==> src/rtl/scsi_seq_pkg.sv <==
package scsi_seq_pkg;
  typedef enum logic [2:0] {
    PH_DOUT = 3'd0, PH_DIN = 3'd1, PH_CMD = 3'd2, PH_STAT = 3'd3,
    PH_RSV4 = 3'd4, PH_RSV5 = 3'd5, PH_MOUT = 3'd6, PH_MIN = 3'd7
  } phase_e;

  typedef enum logic [2:0] {
    S_FREE, S_ARB, S_SEL, S_XFER, S_DISC, S_RESEL, S_ERR
  } state_e;

  typedef enum logic [2:0] {
    M_COMPLETE, M_DISCON, M_SAVE, M_RESTORE, M_IDENT, M_BAD
  } msg_e;

  localparam logic [7:0] MSG_COMPLETE = 8'h00;
  localparam logic [7:0] MSG_SAVE     = 8'h02;
  localparam logic [7:0] MSG_RESTORE  = 8'h03;
  localparam logic [7:0] MSG_DISCON   = 8'h04;
  localparam logic [7:0] MSG_OUT_ID   = 8'hC0;
endpackage

==> src/rtl/scsi_arb_prio.sv <==
module scsi_arb_prio #(
  parameter int ID_W   = 3,
  parameter int OWN_ID = 6,
  localparam int BW    = 1 << ID_W
) (
  input  logic [BW-1:0] id_bus_i,
  output logic          win_o
);
  logic [BW-1:0] above_mask;

  for (genvar i = 0; i < BW; i++) begin : g_mask
    if (i > OWN_ID) begin : g_hi
      assign above_mask[i] = 1'b1;
    end else begin : g_lo
      assign above_mask[i] = 1'b0;
    end
  end

  assign win_o = ~|(id_bus_i & above_mask);
endmodule

==> src/rtl/scsi_cmd_buf.sv <==
module scsi_cmd_buf #(
  parameter int DEPTH = 16,
  parameter int DW    = 8,
  localparam int AW   = $clog2(DEPTH)
) (
  input  logic          clk_i,
  input  logic          we_i,
  input  logic [AW-1:0] waddr_i,
  input  logic [DW-1:0] wdata_i,
  input  logic [AW-1:0] raddr_i,
  output logic [DW-1:0] rdata_o
);
  logic [DW-1:0] mem_q [DEPTH];

  always_ff @(posedge clk_i) begin
    if (we_i) mem_q[waddr_i] <= wdata_i;
  end

  assign rdata_o = mem_q[raddr_i];
endmodule

==> src/rtl/scsi_msg_dec.sv <==
module scsi_msg_dec
  import scsi_seq_pkg::*;
(
  input  logic [7:0] byte_i,
  output msg_e       kind_o
);
  always_comb begin
    if (byte_i[7])                   kind_o = M_IDENT;
    else if (byte_i == MSG_COMPLETE) kind_o = M_COMPLETE;
    else if (byte_i == MSG_DISCON)   kind_o = M_DISCON;
    else if (byte_i == MSG_SAVE)     kind_o = M_SAVE;
    else if (byte_i == MSG_RESTORE)  kind_o = M_RESTORE;
    else                             kind_o = M_BAD;
  end
endmodule

==> src/rtl/scsi_phase_seq.sv <==
module scsi_phase_seq
  import scsi_seq_pkg::*;
#(
  parameter int ID_W      = 3,
  parameter int OWN_ID    = 6,
  parameter int CMD_DEPTH = 16,
  localparam int BW       = 1 << ID_W,
  localparam int CAW      = $clog2(CMD_DEPTH)
) (
  input  logic           clk_i,
  input  logic           rst_ni,
  input  logic           bus_rst_i,
  input  logic           start_i,
  input  logic [ID_W-1:0] tgt_id_i,
  input  logic [CAW:0]   cmd_len_i,
  input  logic           cbuf_we_i,
  input  logic [CAW-1:0] cbuf_addr_i,
  input  logic [BW-1:0]  cbuf_data_i,
  input  logic           bus_bsy_i,
  input  logic           bus_sel_i,
  input  logic [BW-1:0]  id_bus_i,
  input  logic           req_i,
  input  logic [2:0]     phase_i,
  input  logic [BW-1:0]  data_i,
  input  logic [BW-1:0]  dout_i,
  output logic           tx_take_o,
  output logic           bsy_o,
  output logic           sel_o,
  output logic [BW-1:0]  data_o,
  output logic           data_oe_o,
  output logic           ack_o,
  output logic           rx_valid_o,
  output logic [BW-1:0]  rx_data_o,
  output logic           done_o,
  output logic [BW-1:0]  status_o,
  output logic           disc_o,
  output logic           err_o
);
  localparam logic [BW-1:0]   ONE_BIT = {{(BW-1){1'b0}}, 1'b1};
  localparam logic [BW-1:0]   OWN_BIT = ONE_BIT << OWN_ID;
  localparam logic [ID_W-1:0] OWN_IDX = ID_W'(OWN_ID);
  localparam logic [CAW:0]    IDX_ONE = {{CAW{1'b0}}, 1'b1};

  state_e         state_q;
  logic           pend_q, cmd_done_q, stat_seen_q;
  logic [ID_W-1:0] tgt_q;
  logic [CAW:0]   len_q, idx_q, idx_nxt;
  logic [BW-1:0]  dq_q, rxd_q, status_q;
  logic           ack_q, doe_q, rxv_q, done_q, take_q;
  logic [BW-1:0]  cbuf_rd, tgt_bit;
  logic           win, bus_free;
  msg_e           msg_kind;

  scsi_arb_prio #(.ID_W(ID_W), .OWN_ID(OWN_ID)) u_arb (
    .id_bus_i (id_bus_i),
    .win_o    (win)
  );

  scsi_cmd_buf #(.DEPTH(CMD_DEPTH), .DW(BW)) u_cbuf (
    .clk_i   (clk_i),
    .we_i    (cbuf_we_i),
    .waddr_i (cbuf_addr_i),
    .wdata_i (cbuf_data_i),
    .raddr_i (idx_q[CAW-1:0]),
    .rdata_o (cbuf_rd)
  );

  scsi_msg_dec u_mdec (
    .byte_i (data_i),
    .kind_o (msg_kind)
  );

  assign tgt_bit  = ONE_BIT << tgt_q;
  assign bus_free = !bus_bsy_i && !bus_sel_i;
  assign idx_nxt  = idx_q + IDX_ONE;

  always_ff @(posedge clk_i or negedge rst_ni) begin
    if (!rst_ni) begin
      state_q     <= S_FREE;
      pend_q      <= 1'b0;
      cmd_done_q  <= 1'b0;
      stat_seen_q <= 1'b0;
      tgt_q       <= '0;
      len_q       <= '0;
      idx_q       <= '0;
      dq_q        <= '0;
      rxd_q       <= '0;
      status_q    <= '0;
      ack_q       <= 1'b0;
      doe_q       <= 1'b0;
      rxv_q       <= 1'b0;
      done_q      <= 1'b0;
      take_q      <= 1'b0;
    end else begin
      ack_q  <= 1'b0;
      doe_q  <= 1'b0;
      rxv_q  <= 1'b0;
      done_q <= 1'b0;
      take_q <= 1'b0;
      if (bus_rst_i) begin
        state_q     <= S_FREE;
        pend_q      <= 1'b0;
        cmd_done_q  <= 1'b0;
        stat_seen_q <= 1'b0;
        idx_q       <= '0;
      end else begin
        unique case (state_q)
          S_FREE: begin
            if (start_i && !pend_q && tgt_id_i != OWN_IDX) begin
              pend_q      <= 1'b1;
              tgt_q       <= tgt_id_i;
              len_q       <= cmd_len_i;
              idx_q       <= '0;
              cmd_done_q  <= (cmd_len_i == '0);
              stat_seen_q <= 1'b0;
            end
            if (pend_q && bus_free) state_q <= S_ARB;
          end
          S_ARB: begin
            if (win && !bus_sel_i) begin
              state_q <= S_SEL;
              pend_q  <= 1'b0;
            end else begin
              state_q <= S_FREE;
            end
          end
          S_SEL: begin
            if (bus_bsy_i) state_q <= S_XFER;
          end
          S_XFER: begin
            if (req_i) begin
              unique case (phase_e'(phase_i))
                PH_CMD: begin
                  if (cmd_done_q) state_q <= S_ERR;
                  else begin
                    ack_q <= 1'b1;
                    doe_q <= 1'b1;
                    dq_q  <= cbuf_rd;
                    idx_q <= idx_nxt;
                    if (idx_nxt == len_q) cmd_done_q <= 1'b1;
                  end
                end
                PH_DOUT: begin
                  if (!cmd_done_q) state_q <= S_ERR;
                  else begin
                    ack_q  <= 1'b1;
                    doe_q  <= 1'b1;
                    dq_q   <= dout_i;
                    take_q <= 1'b1;
                  end
                end
                PH_DIN: begin
                  if (!cmd_done_q) state_q <= S_ERR;
                  else begin
                    ack_q <= 1'b1;
                    rxv_q <= 1'b1;
                    rxd_q <= data_i;
                  end
                end
                PH_STAT: begin
                  if (!cmd_done_q) state_q <= S_ERR;
                  else begin
                    ack_q       <= 1'b1;
                    status_q    <= data_i;
                    stat_seen_q <= 1'b1;
                  end
                end
                PH_MOUT: begin
                  ack_q <= 1'b1;
                  doe_q <= 1'b1;
                  dq_q  <= MSG_OUT_ID;
                end
                PH_MIN: begin
                  unique case (msg_kind)
                    M_COMPLETE: begin
                      if (stat_seen_q) begin
                        ack_q   <= 1'b1;
                        done_q  <= 1'b1;
                        state_q <= S_FREE;
                      end else begin
                        state_q <= S_ERR;
                      end
                    end
                    M_DISCON: begin
                      ack_q   <= 1'b1;
                      state_q <= S_DISC;
                    end
                    M_SAVE, M_RESTORE, M_IDENT: ack_q <= 1'b1;
                    default: state_q <= S_ERR;
                  endcase
                end
                default: state_q <= S_ERR;
              endcase
            end
          end
          S_DISC: begin
            if (bus_sel_i && id_bus_i == (OWN_BIT | tgt_bit)) state_q <= S_RESEL;
          end
          S_RESEL: begin
            if (!bus_sel_i) state_q <= S_XFER;
          end
          default: state_q <= S_ERR;
        endcase
      end
    end
  end

  always_comb begin
    unique case (state_q)
      S_ARB:   data_o = OWN_BIT;
      S_SEL:   data_o = OWN_BIT | tgt_bit;
      default: data_o = doe_q ? dq_q : '0;
    endcase
  end

  assign bsy_o      = (state_q == S_ARB) || (state_q == S_RESEL);
  assign sel_o      = (state_q == S_SEL);
  assign data_oe_o  = (state_q == S_ARB) || (state_q == S_SEL) || doe_q;
  assign ack_o      = ack_q;
  assign tx_take_o  = take_q;
  assign rx_valid_o = rxv_q;
  assign rx_data_o  = rxd_q;
  assign done_o     = done_q;
  assign status_o   = status_q;
  assign disc_o     = (state_q == S_DISC);
  assign err_o      = (state_q == S_ERR);
endmodule

==> config.mk <==
export PLATFORM = sky130hd
export DESIGN_NAME = scsi_phase_seq
export DESIGN_NICKNAME = d
export VERILOG_FILES = /design/src/rtl/scsi_seq_pkg.sv /design/src/rtl/scsi_arb_prio.sv /design/src/rtl/scsi_cmd_buf.sv /design/src/rtl/scsi_msg_dec.sv /design/src/rtl/scsi_phase_seq.sv
export SDC_FILE = /design/constraint.sdc
export NUM_CORES = 1
export LEC_CHECK = 0
export BUFFER_PORTS_ARGS = -buffer_cell sky130_fd_sc_hd__buf_2
export CAP_MARGIN = 5
export CORE_UTILIZATION = 51
export DETAILED_ROUTE_END_ITERATION = 10
export PLACE_DENSITY = 0.71
export SYNTH_ARGS = -nofsm -noshare
export SYNTH_HDL_FRONTEND = slang
export SYNTH_SLANG_ARGS = --single-unit
==> constraint.sdc <==
create_clock -name clk_i -period 6.1 [get_ports clk_i]
set_input_delay 0.61 -clock clk_i [delete_from_list [all_inputs] [get_ports clk_i]]
set_output_delay 0.61 -clock clk_i [all_outputs]
set_load 0.02 [all_outputs]
# ---- Word-level counts from Yosys, hierarchy flattened
# Memory sizes are Yosys's and may differ from the RTL's.
# Cells that the tools add are included.
dict set report totals {
  reg_bits 48
  latch_bits 0
  ramBits 128
  mem_bits_ro 0
  input_bits 55
  output_inout_bits 33
  n_memories 1
}
dict set report op_classes {
  add_sub_neg 1
  n_mul 0
  div 0
  order_cmp 0
  eq_ne 38
  n_shift 1
  mux 73
  bitwise_logic 1
  n_reduce_logical 33
}
# name words word_bits rd rd_clocked_by_memory_dff wr line_no
set memory_table {}
lappend memory_table {u_cbuf.mem_q 16 8 1 0 1 scsi_cmd_buf.sv:13} ;# logic [DW-1:0] mem_q [DEPTH];
# operator count
set ops {}
lappend ops {{2-to-1 mux 3 bit} 14}
lappend ops {{2-to-1 mux 1 bit} 38}
lappend ops {{!= test 3 bit, second input constant} 10}
lappend ops {{2-to-1 mux 5 bit} 5}
lappend ops {{2-to-1 mux 8 bit} 3}
lappend ops {{one-hot mux 8 bit (3 select lines)} 1}
lappend ops {{AND reduction 5 bit} 4}
lappend ops {{== test 3 x 2 -> 1 bit, second input constant} 6}
lappend ops {{== test 3 bit, second input constant} 6}
lappend ops {{one-hot mux 3 bit (6 select lines)} 1}
lappend ops {{== test 8 x 2 -> 1 bit, second input constant} 2}
lappend ops {{one-hot mux 8 bit (2 select lines)} 1}
lappend ops {{!= test 4 bit, second input constant} 3}
lappend ops {{one-hot mux 3 bit (4 select lines)} 1}
lappend ops {{one-hot mux 5 bit (2 select lines)} 1}
lappend ops {{== test 3 x 1 -> 1 bit, second input constant} 3}
lappend ops {{logical NOT 3 bit} 3}
lappend ops {{!= test 3 x 2 -> 1 bit, second input constant} 3}
lappend ops {{one-hot mux 3 bit (3 select lines)} 1}
lappend ops {{AND reduction 9 bit} 1}
lappend ops {{nonzero test 3 bit} 3}
lappend ops {{== test 8 x 3 -> 1 bit, second input constant} 1}
lappend ops {{== test 8 bit} 1}
lappend ops {{logical NOT 8 bit} 1}
lappend ops {{18 further kinds} 34}

# ---- Longest topological paths before layout
dict set report depth {
  ltp_word 13
  mapped_depth 9
}

# ---- Modules after synthesis
# From an unflattened synthesis, not the netlist that was laid out.
dict set report unflattened {
  cells_unflattened 487
  hier_area_um2 7726.2
}
# mod instances cells_each area_each_um2
set modules_own_cells {}
lappend modules_own_cells {scsi_cmd_buf 1 221 4987.3}
lappend modules_own_cells {scsi_phase_seq 1 259 2683.8}
lappend modules_own_cells {scsi_msg_dec 1 6 51.3}
lappend modules_own_cells {scsi_arb_prio 1 1 3.8}

# ---- Worst setup path before layout
# Ideal clock, no wire load.
dict set report synth_timing {
  path_kind {register to output}
  start {register state_q[1]}
  end {output port data_o[7]}
  t_arrival_ns 1.752
  required_time_ns 5.490
  path_slack_ns 3.738
  path_stages_with_launch 6
  n_path_buf 1
  cell_sequence {dfrtp_1 buf_4 or3b_2 inv_1 nand2_1 o31ai_1}
}
dict set report synth_via {
  elab_chain_len 2
}
# element line_no
set synth_rtl {}
lappend synth_rtl {{start: declaration} scsi_phase_seq.sv:44} ;# state_e state_q;
lappend synth_rtl {{start signal: assignment} scsi_phase_seq.sv:79} ;# state_q <= S_FREE;
lappend synth_rtl {{start signal: assignment} scsi_phase_seq.sv:101} ;# state_q <= S_FREE;
lappend synth_rtl {{start signal: assignment} scsi_phase_seq.sv:117} ;# if (pend_q && bus_free) state_q <= S_ARB;
lappend synth_rtl {{== test 3 x 2 -> 1 bit} --}
lappend synth_rtl {{named net sel_o} scsi_phase_seq.sv:28} ;# output logic sel_o,
lappend synth_rtl {{one-hot mux 8 bit (2 select lines)} scsi_phase_seq.sv:209} ;# unique case (state_q)
lappend synth_rtl {{end: declaration} scsi_phase_seq.sv:29} ;# output logic [BW-1:0] data_o,
# The timed path passes the listed nets, and every way through them passes these cells.

# ---- Final worst setup path
dict set report layout_timing {
  start {register state_q[2]}
  end {output port data_o[2]}
}
dict set report layout_via {
  elab_chain_len 2
}
# element line_no
set layout_rtl {}
lappend layout_rtl {{== test 3 x 2 -> 1 bit / == test 3 x 1 -> 1 bit (equally long branches)} scsi_phase_seq.sv:209}
lappend layout_rtl {{one-hot mux 8 bit (2 select lines) (*)} scsi_phase_seq.sv:209}
# Mark *: on every way between the ends. The rest lies on a longest branch, timed or not.

==> qor.yml <==
yosys:
  mappedNetlistArea_sq_um: 7550
  synthesis.nets: 538
  yosysWarnings: 0
  synth_top_family_by_area: "multiplexers"
  syn_area_per_cell_sq_um: 15.7
  ys_ff_latch: 176
  synthAdderAreaFrac_pct: 0.166
  synth_seq_area_share_pct: 66.8
  synth_xor_area_share_pct: 1.16
  async_flop_share_pct: 27.3
  synth_edf_count: 128
  netlist_top_cells_area: "edfxtp_1 51%, dfrtp_1 16%, mux4_2 9.5%"
  synthMuxAreaShare_pct: 15.8
  yosysTopAreaCell: "edfxtp_1"
  synth_cell_type_count: 57
  ys.flop_type: "edfxtp_1"
  synth_compound_area_share_pct: 6.72
  synth-simple-area-share_pct: 7.39
  synth_top_area_share_pct: 50.9
  syn-instance-count: 482
cells_and_area:
  fin_area_sq_um: 8710
  nNetsFinal: 626
  n_antenna_cell: 0
  layout.cells.most_common: "edfxtp_1"
  area_growth_pct: 15.3
  fillers: 1093
  final_cells: 766
  mostFrequentLayoutCells: "128 x edfxtp_1, 87 x buf_2, 47 x dfrtp_1"
  drive_gt1_share_pct: 33.8
drt:
  via_count: 4522
  drtAntennaViolNets: 0
  routed_wl_um: 15800
  post_drt_wl_per_cell_um: 20.6
  drc: 0
  drt_iter0_markers: 429
  routed_via_density: 5.90
  detail_route.first_pass.iterations: 5
power:
  intPower_mw: 2.09
  power_switching_uw: 754
  peakVddDrop_uv: 225
  cellPowerDensity_nw_per_um2: 326
  combPwrFrac_pct: 12.2
  finalPower_mw: 2.84
  p_seq_share_pct: 51.2
  sw_frac_of_total_pct: 26.6
  clockPowerShare_pct: 36.5
  leakage_nw: 3.26
timing:
  worst_slew_pin_slew_ns: 1.18
  fin_skew_ns: 0.00655
  drv_slew: 0
  setup_tns_ns: 0
  fin_crit_ns: 2.78
  hold_violations: 0
  post-route-period-util_pct: 45.5
  fmax_ghz: 0.360
  rsz0062_at_grt: "no"
  relSlewSlack_pct: 20.9
  setup_violations: 0
clock_tree:
  cts_setup_buffers: 0
  cts_tree: "built"
  cts_hold_buf: 0
  clk_latency_ns: 0.43
  clock_sinks: 176
  cts_max_level: 4
  cts_resized: 0
  clockBufferDepth: 2
  clk_pin_slew_worst_paths_ns: 0.07
  root_buffer: "clkbuf_16"
  numCtsBuffers: 17
setup_path:
  criticalPathCategory: "reg2out"
  endpoint_kind: "primary output"
  endpoint: "data_o[2]"
  worstSetupStartpointType: "flip-flop"
  r2r-start: "idx_q[0]"
  regToRegSetupSlack_ns: 3.57
  critPathLaunch: "state_q[2]"
  arrival_ns: 2.17
  cp.required_ns: 5.49
  r2r-end: "cmd_done_q"
  reg2reg_depth: 6
  worst-path-max-fanout: 13
die:
  row_count: 44
  initial_core_util_pct: 52.2
  ioPinCount: 88
  die_area_sq_um: 15300
  fp.coreArea_sq_um: 14500
  die_w_um: 124
  die_height_um: 124
global_route:
  grt_usage_pct: 22.0
  grt_overflow: 0
  grt_first_pass_wirelength_um: 24100
  antenna_found_initial: 0
  grt_pass1_vias: 4432
  grt_max_degree: 49
placed_design:
  port_buffers: 87
  dp_cells: 735
  routabilityCongestion: 0.870
  place_area_sq_um: 8160
  dp_hpwl_um: 10500
run_status:
  status: "finished, final reports clean"
worst_hold_path:
  hp-class: "in2async"
flow_run:
  drv_cap: 0
## sequential cells by signal, indices dropped and copies added, names as in the netlist
register and flops:
u_cbuf.mem_q 128, dq_q 8, rx_data_o 8, status_o 8
idx_q 5, len_q 5, state_q 3, tgt_q 3
ack_o 1, cmd_done_q 1, doe_q 1, done_o 1
pend_q 1, rx_valid_o 1, stat_seen_q 1, tx_take_o 1
## per-layer routing
layer  routed length, um  vias up  track usage, %
met3                1150       17            5.27
met1                6630     2251            28.4
li1                    -     2055               -
met4                 179        0            7.68
met5                   0        -               0
met2                7840      199            36.5
## synthesized netlist by cell type, drive strengths merged, types with 2 or more instances
cell type and instances:
o2bb2ai 2, a22o 2, o31ai 3, or2 2, nand3b 2, or4 2
xor2 3, inv 12, o22ai 10, dfrtp 48, mux2 34, nand2b 5
o21ai 9, nand3 6, and3 2, or3b 2, or3 4, nand2 21
nor3 8, a21oi 25, a21o 2, nand4 3, xnor2 7, nor4 2
nor2 38, nor2b 3, o21a 4, a32o 5, nor3b 5, a31oi 3
clkbuf 12, mux2i 9, buf 11, edfxtp 128, o41ai 2, mux4 32
## worst max-delay path, stage by stage, from the launching register on
cell and delay, ns:
dfrtp_1 0.54, or3b_2 0.56, nor2_1 0.24, a32o_1 0.23, buf_2 0.17
## power by group through the flow
stage | registers, mW | clock network, mW | logic (mW)
final | 1.45 | 1.04 | 0.348
after global routing | 1.46 | 1.09 | 0.383
after CTS | 1.45 | 1.04 | 0.347
after detailed placement | 1.48 | 0 | 0.345
after global placement | 1.47 | 0 | 0.333
after floorplan | 1.42 | 0 | 0.276
## worst min path at each step
| stage | start | endpoint | slack, ns | cells after the start |
|---|---|---|---|---|
| final | rst_ni | cmd_done_q | 0.38 | 1 |
| after floorplan | rst_ni | ack_o | 0.31 | 0 |
| after detailed placement | status_o[0] | status_o[0] | 0.49 | 1 |
| after CTS | rst_ni | cmd_done_q | 0.41 | 1 |
| after global routing | cmd_len_i[4] | len_q[4] | 0.41 | 2 |
| after global placement | status_o[1] | status_o[1] | 0.48 | 1 |
## per-stage QoR
step                      utilization [%]  hold slack [ns]  worst slack (ns)
final                                60.2            0.382              3.32
after global routing                 60.2            0.413              3.21
after CTS                            60.2            0.407              3.33
after detailed placement             56.3            0.488              3.53
after global placement               56.3            0.483              3.48
after floorplan                         -            0.314              3.74
## layout make-up
| type | instances | area [sq um] | share of cell area (%) |
|---|---|---|---|
| Clock buffer | 18 | 429 | 4.93 |
| Clock inverter | 13 | 126 | 1.45 |
| Tap cell | 184 | 230 | 2.64 |
| Timing Repair Buffer | 92 | 473 | 5.43 |
| Inverter | 12 | 45.0 | 0.517 |
| Sequential cell | 176 | 5050 | 57.9 |
| Multi-Input combinational cell | 271 | 2360 | 27.1 |
## kinds of logic after synthesis
kind of cell               after synthesis
adders and majority gates                1
AOI/OAI and AO/OA                       76
DFF                                    176
muxes                                   75
buffers and inverters                   35
and+or+nand+nor                        109
xor gates and xnor gates                10
Note: power is estimated with default switching activity, not from simulation.
